`src/rtl/wdt_pkg.sv`:
```
package wdt_pkg;

    typedef enum logic [1:0] {
        WD_IDLE    = 2'd0,
        WD_RUN     = 2'd1,
        WD_TRIPPED = 2'd2
    } wd_state_e;

endpackage

```
`src/rtl/wdt_osc_prescale.sv`:
```
// Oscillator-path prescaler: free phase modulo 2^(2^SEL_W-1) pulses,
// tick on every pulse that completes a multiple of 2^div_sel.
module wdt_osc_prescale #(
    parameter int SEL_W = 2
) (
    input  logic             clk,
    input  logic             rst_n,
    input  logic             adv,
    input  logic [SEL_W-1:0] div_sel,
    output logic             tick
);
    localparam int PH_W = (1 << SEL_W) - 1;
    localparam logic [PH_W-1:0] PH_ONE = 1;

    logic [PH_W-1:0] phase_q;
    logic [PH_W-1:0] mask;

    for (genvar i = 0; i < PH_W; i++) begin : g_mask
        assign mask[i] = (int'(div_sel) > i);
    end

    always_ff @(posedge clk) begin
        if (!rst_n) begin
            phase_q <= '0;
        end else if (adv) begin
            phase_q <= phase_q + PH_ONE;
        end
    end

    assign tick = adv && (&(phase_q | ~mask));

endmodule

```
`src/rtl/wdt_bus_prescale.sv`:
```
// System-clock prescaler: phase modulo 2^HI_LOG, divisor 2^LO_LOG or 2^HI_LOG.
module wdt_bus_prescale #(
    parameter int LO_LOG = 4,
    parameter int HI_LOG = 7
) (
    input  logic clk,
    input  logic rst_n,
    input  logic adv,
    input  logic div_sel,
    output logic tick
);
    localparam logic [HI_LOG-1:0] PH_ONE = 1;

    logic [HI_LOG-1:0] phase_q;
    logic [HI_LOG-1:0] mask;

    for (genvar i = 0; i < HI_LOG; i++) begin : g_mask
        if (i < LO_LOG) begin : g_low
            assign mask[i] = 1'b1;
        end else begin : g_high
            assign mask[i] = div_sel;
        end
    end

    always_ff @(posedge clk) begin
        if (!rst_n) begin
            phase_q <= '0;
        end else if (adv) begin
            phase_q <= phase_q + PH_ONE;
        end
    end

    assign tick = adv && (&(phase_q | ~mask));

endmodule

```
`src/rtl/wdt_down_counter.sv`:
```
// Loadable down counter; load has priority over decrement.
module wdt_down_counter #(
    parameter int W = 15
) (
    input  logic         clk,
    input  logic         rst_n,
    input  logic         load,
    input  logic         dec,
    input  logic [W-1:0] reload_val,
    output logic [W-1:0] count,
    output logic         zero
);
    localparam logic [W-1:0] C_ONE = 1;

    logic [W-1:0] cnt_q;

    always_ff @(posedge clk) begin
        if (!rst_n) begin
            cnt_q <= reload_val;
        end else if (load) begin
            cnt_q <= reload_val;
        end else if (dec) begin
            cnt_q <= cnt_q - C_ONE;
        end
    end

    assign count = cnt_q;
    assign zero  = (cnt_q == '0);

endmodule

```
`src/rtl/wdt_core.sv`:
```
module wdt_core
    import wdt_pkg::*;
#(
    parameter int BUS_SPAN_W = 15,
    parameter int OSC_SPAN_W = 11,
    parameter int OSC_SEL_W  = 2,
    parameter int BUS_LO_LOG = 4,
    parameter int BUS_HI_LOG = 7
) (
    input  logic                  clk,
    input  logic                  rst_n,
    input  logic                  osc_tick,
    input  logic                  refresh,
    input  logic                  act_set,
    input  logic                  src_osc,
    input  logic [OSC_SEL_W-1:0]  osc_div_sel,
    input  logic                  bus_div_sel,
    input  logic                  start_mode,
    input  logic                  freeze,
    output logic                  irq,
    output logic                  rst_req,
    output logic [BUS_SPAN_W-1:0] count
);
    localparam int CNT_W = BUS_SPAN_W;
    localparam logic [CNT_W-1:0] BUS_RELOAD = '1;
    localparam logic [CNT_W-1:0] OSC_RELOAD =
        {{(CNT_W - OSC_SPAN_W){1'b0}}, {OSC_SPAN_W{1'b1}}};

    wd_state_e state_q, state_d;

    logic             act_q;
    logic             irq_q;
    logic             run_en;
    logic             bus_adv;
    logic             osc_adv;
    logic             bus_tick;
    logic             osc_div_tick;
    logic             cnt_tick;
    logic             cnt_zero;
    logic             refresh_ok;
    logic             underflow;
    logic             cnt_load;
    logic [CNT_W-1:0] reload_val;

    // State register; start mode is sampled while reset is held.
    always_ff @(posedge clk) begin
        if (!rst_n) begin
            state_q <= start_mode ? WD_IDLE : WD_RUN;
        end else begin
            state_q <= state_d;
        end
    end

    // Next state.
    always_comb begin
        state_d = state_q;
        unique case (state_q)
            WD_IDLE:    if (refresh) state_d = WD_RUN;
            WD_RUN:     if (underflow && act_q) state_d = WD_TRIPPED;
            WD_TRIPPED: state_d = WD_TRIPPED;
            default:    state_d = WD_IDLE;
        endcase
    end

    // State-decoded outputs and datapath controls.
    always_comb begin
        run_en     = (state_q == WD_RUN);
        rst_req    = (state_q == WD_TRIPPED);
        refresh_ok = refresh && (state_q != WD_TRIPPED);
        bus_adv    = run_en && !src_osc && !freeze;
        osc_adv    = run_en && osc_tick;
        cnt_tick   = src_osc ? osc_div_tick : bus_tick;
        underflow  = cnt_tick && cnt_zero && !refresh_ok;
        cnt_load   = refresh_ok || underflow;
        reload_val = src_osc ? OSC_RELOAD : BUS_RELOAD;
        irq        = irq_q;
    end

    // Sticky action bit and interrupt pulse.
    always_ff @(posedge clk) begin
        if (!rst_n) begin
            act_q <= 1'b0;
            irq_q <= 1'b0;
        end else begin
            act_q <= act_q | act_set;
            irq_q <= underflow && !act_q;
        end
    end

    wdt_bus_prescale #(
        .LO_LOG (BUS_LO_LOG),
        .HI_LOG (BUS_HI_LOG)
    ) u_bus_pre (
        .clk     (clk),
        .rst_n   (rst_n),
        .adv     (bus_adv),
        .div_sel (bus_div_sel),
        .tick    (bus_tick)
    );

    wdt_osc_prescale #(
        .SEL_W (OSC_SEL_W)
    ) u_osc_pre (
        .clk     (clk),
        .rst_n   (rst_n),
        .adv     (osc_adv),
        .div_sel (osc_div_sel),
        .tick    (osc_div_tick)
    );

    wdt_down_counter #(
        .W (CNT_W)
    ) u_cnt (
        .clk        (clk),
        .rst_n      (rst_n),
        .load       (cnt_load),
        .dec        (cnt_tick),
        .reload_val (reload_val),
        .count      (count),
        .zero       (cnt_zero)
    );

endmodule

```
`config.mk`:
```
export PLATFORM = sky130hd
export DESIGN_NAME = wdt_core
export DESIGN_NICKNAME = d
export VERILOG_FILES = /design/src/rtl/wdt_pkg.sv /design/src/rtl/wdt_osc_prescale.sv /design/src/rtl/wdt_bus_prescale.sv /design/src/rtl/wdt_down_counter.sv /design/src/rtl/wdt_core.sv
export SDC_FILE = /design/constraint.sdc
export NUM_CORES = 1
export LEC_CHECK = 0
export BUFFER_PORTS_ARGS = -buffer_cell sky130_fd_sc_hd__buf_4
export CORE_ASPECT_RATIO = 1.4
export CORE_MARGIN = 3
export CORE_UTILIZATION = 50
export CTS_CLUSTER_DIAMETER = 200
export DETAILED_ROUTE_END_ITERATION = 8
export PLACE_DENSITY = 0.73
export REMOVE_ABC_BUFFERS = 1
export SETUP_SLACK_MARGIN = 0.2
export SLEW_MARGIN = 30
export SYNTH_ARGS = -nofsm -noshare
export SYNTH_HDL_FRONTEND = slang
export SYNTH_SLANG_ARGS = --single-unit
```
`constraint.sdc`:
```
create_clock -name clk -period 2.8 [get_ports clk]
set_clock_uncertainty 0.1 [all_clocks]
set_input_delay 0.56 -clock clk [delete_from_list [all_inputs] [get_ports clk]]
set_output_delay 0.56 -clock clk [all_outputs]
set_load 0.02 [all_outputs]
```
==> metrics <==
outcome=finished clean; worst vdd ir=0.000612 V; P per Cell Area=666 nW/um^2; fin. max-slew vios=0; Clk Latency, worst-skew pair=0.28 ns; clock sink total=29; CP Capture Type=register; CP Buf/Inv Count=1; Hold/Removal Path Class=register to register; Gate Count Post-Synth=144; post-DP HPWL=2290 um; Vias=1159; Hold Path Origin=act_q$_SDFF_PN0_; sequential area share after synthesis=47.9%; I/O pin cnt=28; DIE AREA=3850 sq um; DR pass1 iterations=4; Port Buffers=27; vias per cell=5.39; final worst-path cycle share=84.1%; Worst Hold End=irq$_SDFF_PN0_; FMAX=425 MHz; clock root buffer=clkbuf_8; Worst-Margin Slew=0.543 ns; crit path cell chain=inv_1, ha_1, nor3b_4, and2_1, a22o_1, nand4_1, o211ai_1; Die Height=72.3 um; CTS clk-pin slew, worst paths=0.06 ns; post-route ant nets=0; Filler cells=241; TritonCTS Buffers=5; largest net degree at the start of global routing=17; most common cell after layout, fill and taps aside=buf_4; setup TNS=0 ns; share of layout cells above drive strength 1=24.2%; r2r setup slk=0.45 ns; Critical Path RT=2.66 ns; Synth Register Bits=29; EDFF count, synth=17; CTS tree=yes; hold violation total from the final report=0; reg-to-reg endpoint=state_q[0]$_DFFE_PP_; Setup Buffers After CTS=0; initial DRC count=20; Final GP Congestion=0.809; CP max stage delay=0.39 ns; CP Class=register to register; Final setup viols=0; CP Launch Type=register; Largest delay share family, worst path=simple AND/OR/NAND/NOR gates; max_slew headroom=63.7%; antenna cells=0; Tot GR Track Use=18.3%; area grow syn2layout=23.9%; GR Overflow Total=0; Tot Pwr=1.29 mW; Reg2Reg Launch Point=state_q[1]$_SDFFCE_PN0P_; H-tree Lvls=2; Tmin final=2.35 ns; WL final=3040 um; Initial Util=53.4%; post-CTS sizing=0; Yosys cell types=36; Ys Warns=0; nets@finish=195; Core Footprint=2940 sq um; Synth async-reset ratio=0%; Placement Rows=23; CP Launch Point=state_q[1]$_SDFFCE_PN0P_; most frequent cells in the layout=28 x buf_4, 20 x nand2_1, 17 x edfxtp_1, 13 x xnor2_1, 12 x dfxtp_1; hold depth=1; antenna violations before repair=0; RSZ-0062 raised after global routing=false; DIE WIDTH=53.3 um; arrival time at the worst endpoint=2.21 ns; Synth Area per Inst=10.9 sq um; Mapped Area=1570 sq um; Avg WL per Cell=14.1 um; CTS Hold Bufs=0; number of max-cap violations=0; worst-path cell with the longest stage delay=edfxtp_1; Worst Path Max Fanout=6; LEAKAGE=0.718 nW; vias in the first global route=1179; first-pass GRT wire length=5130 um; ys flop type=edfxtp_1; number of remaining DRC errors=0; worst r2r path cells=7; CTS max path bufs=2
-- state kept, by name, summed over array words and instances (netlist names) --
name	flops
act_q	1
irq	1
state_q	2
u_bus_pre.phase_q	7
u_cnt.count	15
u_osc_pre.phase_q	3
-- metal layers --
layer | routed length (um) | GRT usage [%]
met1 | 1190 | 19.0
met2 | 1600 | 32.3
met3 | 160 | 5.34
met4 | 82 | 8.81
met5 | 0 | 0
-- area by class of cell --
cell class | count | area, sq um | area share (%)
clock inverters | 3 | 65.1 | 3.35
clock buffers | 5 | 68.8 | 3.54
inverters | 5 | 18.8 | 0.966
well taps | 37 | 46.3 | 2.38
repair buffers | 28 | 210 | 10.8
flip-flops and latches | 29 | 751 | 38.6
multi-input cells | 108 | 783 | 40.3
-- cell usage after synthesis (all sizes together) (2+ instances only) --
library cell / instances / area [sq um]
and2: 9 / 56.3
nor3: 6 / 41.3
nand2: 20 / 75.1
nand2b: 3 / 18.8
nand3: 11 / 60.1
a21boi: 2 / 15.0
ha: 7 / 87.6
nor2b: 2 / 12.5
inv: 5 / 18.8
dfxtp: 12 / 240
o21ai: 4 / 20.0
nor2: 3 / 11.3
or4: 2 / 18.8
xnor2: 13 / 114
nor4: 2 / 27.5
nand4: 3 / 18.8
edfxtp: 17 / 510
mux2i: 5 / 50.1
xor2: 5 / 43.8
-- kinds of logic after synthesis --
| family | after synthesis | share of synthesized area [%] |
|---|---|---|
| AO/OA/AOI/OAI | 12 | 6.31 |
| XOR/XNOR | 18 | 10.1 |
| adder cells (fa/ha/maj) | 7 | 5.59 |
| buffers and inverters | 7 | 2.15 |
| flip-flops | 29 | 47.9 |
| multiplexers | 5 | 3.19 |
| AND/OR/NAND/NOR | 66 | 24.8 |
-- how the worst max path moves through the flow --
stage                                end  cells after the start  slack, ns
4_1_cts             state_q[0]$_DFFE_PP_                      7       0.43
3_3_place_gp   u_cnt.count[11]$_DFFE_PP_                      7       0.55
2_1_floorplan  u_cnt.count[11]$_DFFE_PP_                      5       0.64
6_report            state_q[0]$_DFFE_PP_                      7       0.45
5_1_grt             state_q[0]$_DFFE_PP_                      7       0.26
3_5_place_dp        state_q[0]$_DFFE_PP_                      7       0.47
-- per-stage QoR --
step	std cells	hold WS, ns	utilization, %	setup WS (ns)	area, sq um
finish	215	0.367	66.2	0.445	1940
detailed placement	207	0.359	61.6	0.466	1810
CTS	215	0.369	66.2	0.426	1940
floorplan	142	0.323	-	0.638	1550
global placement	207	0.362	61.6	0.554	1810
global route	215	0.382	66.2	0.260	1940
-- power breakdown --
group	switching, mW	internal, mW
clock	0.160	0.353
sequential	0.0385	0.503
combinational	0.133	0.107
Power figures use the tool's default switching activity.
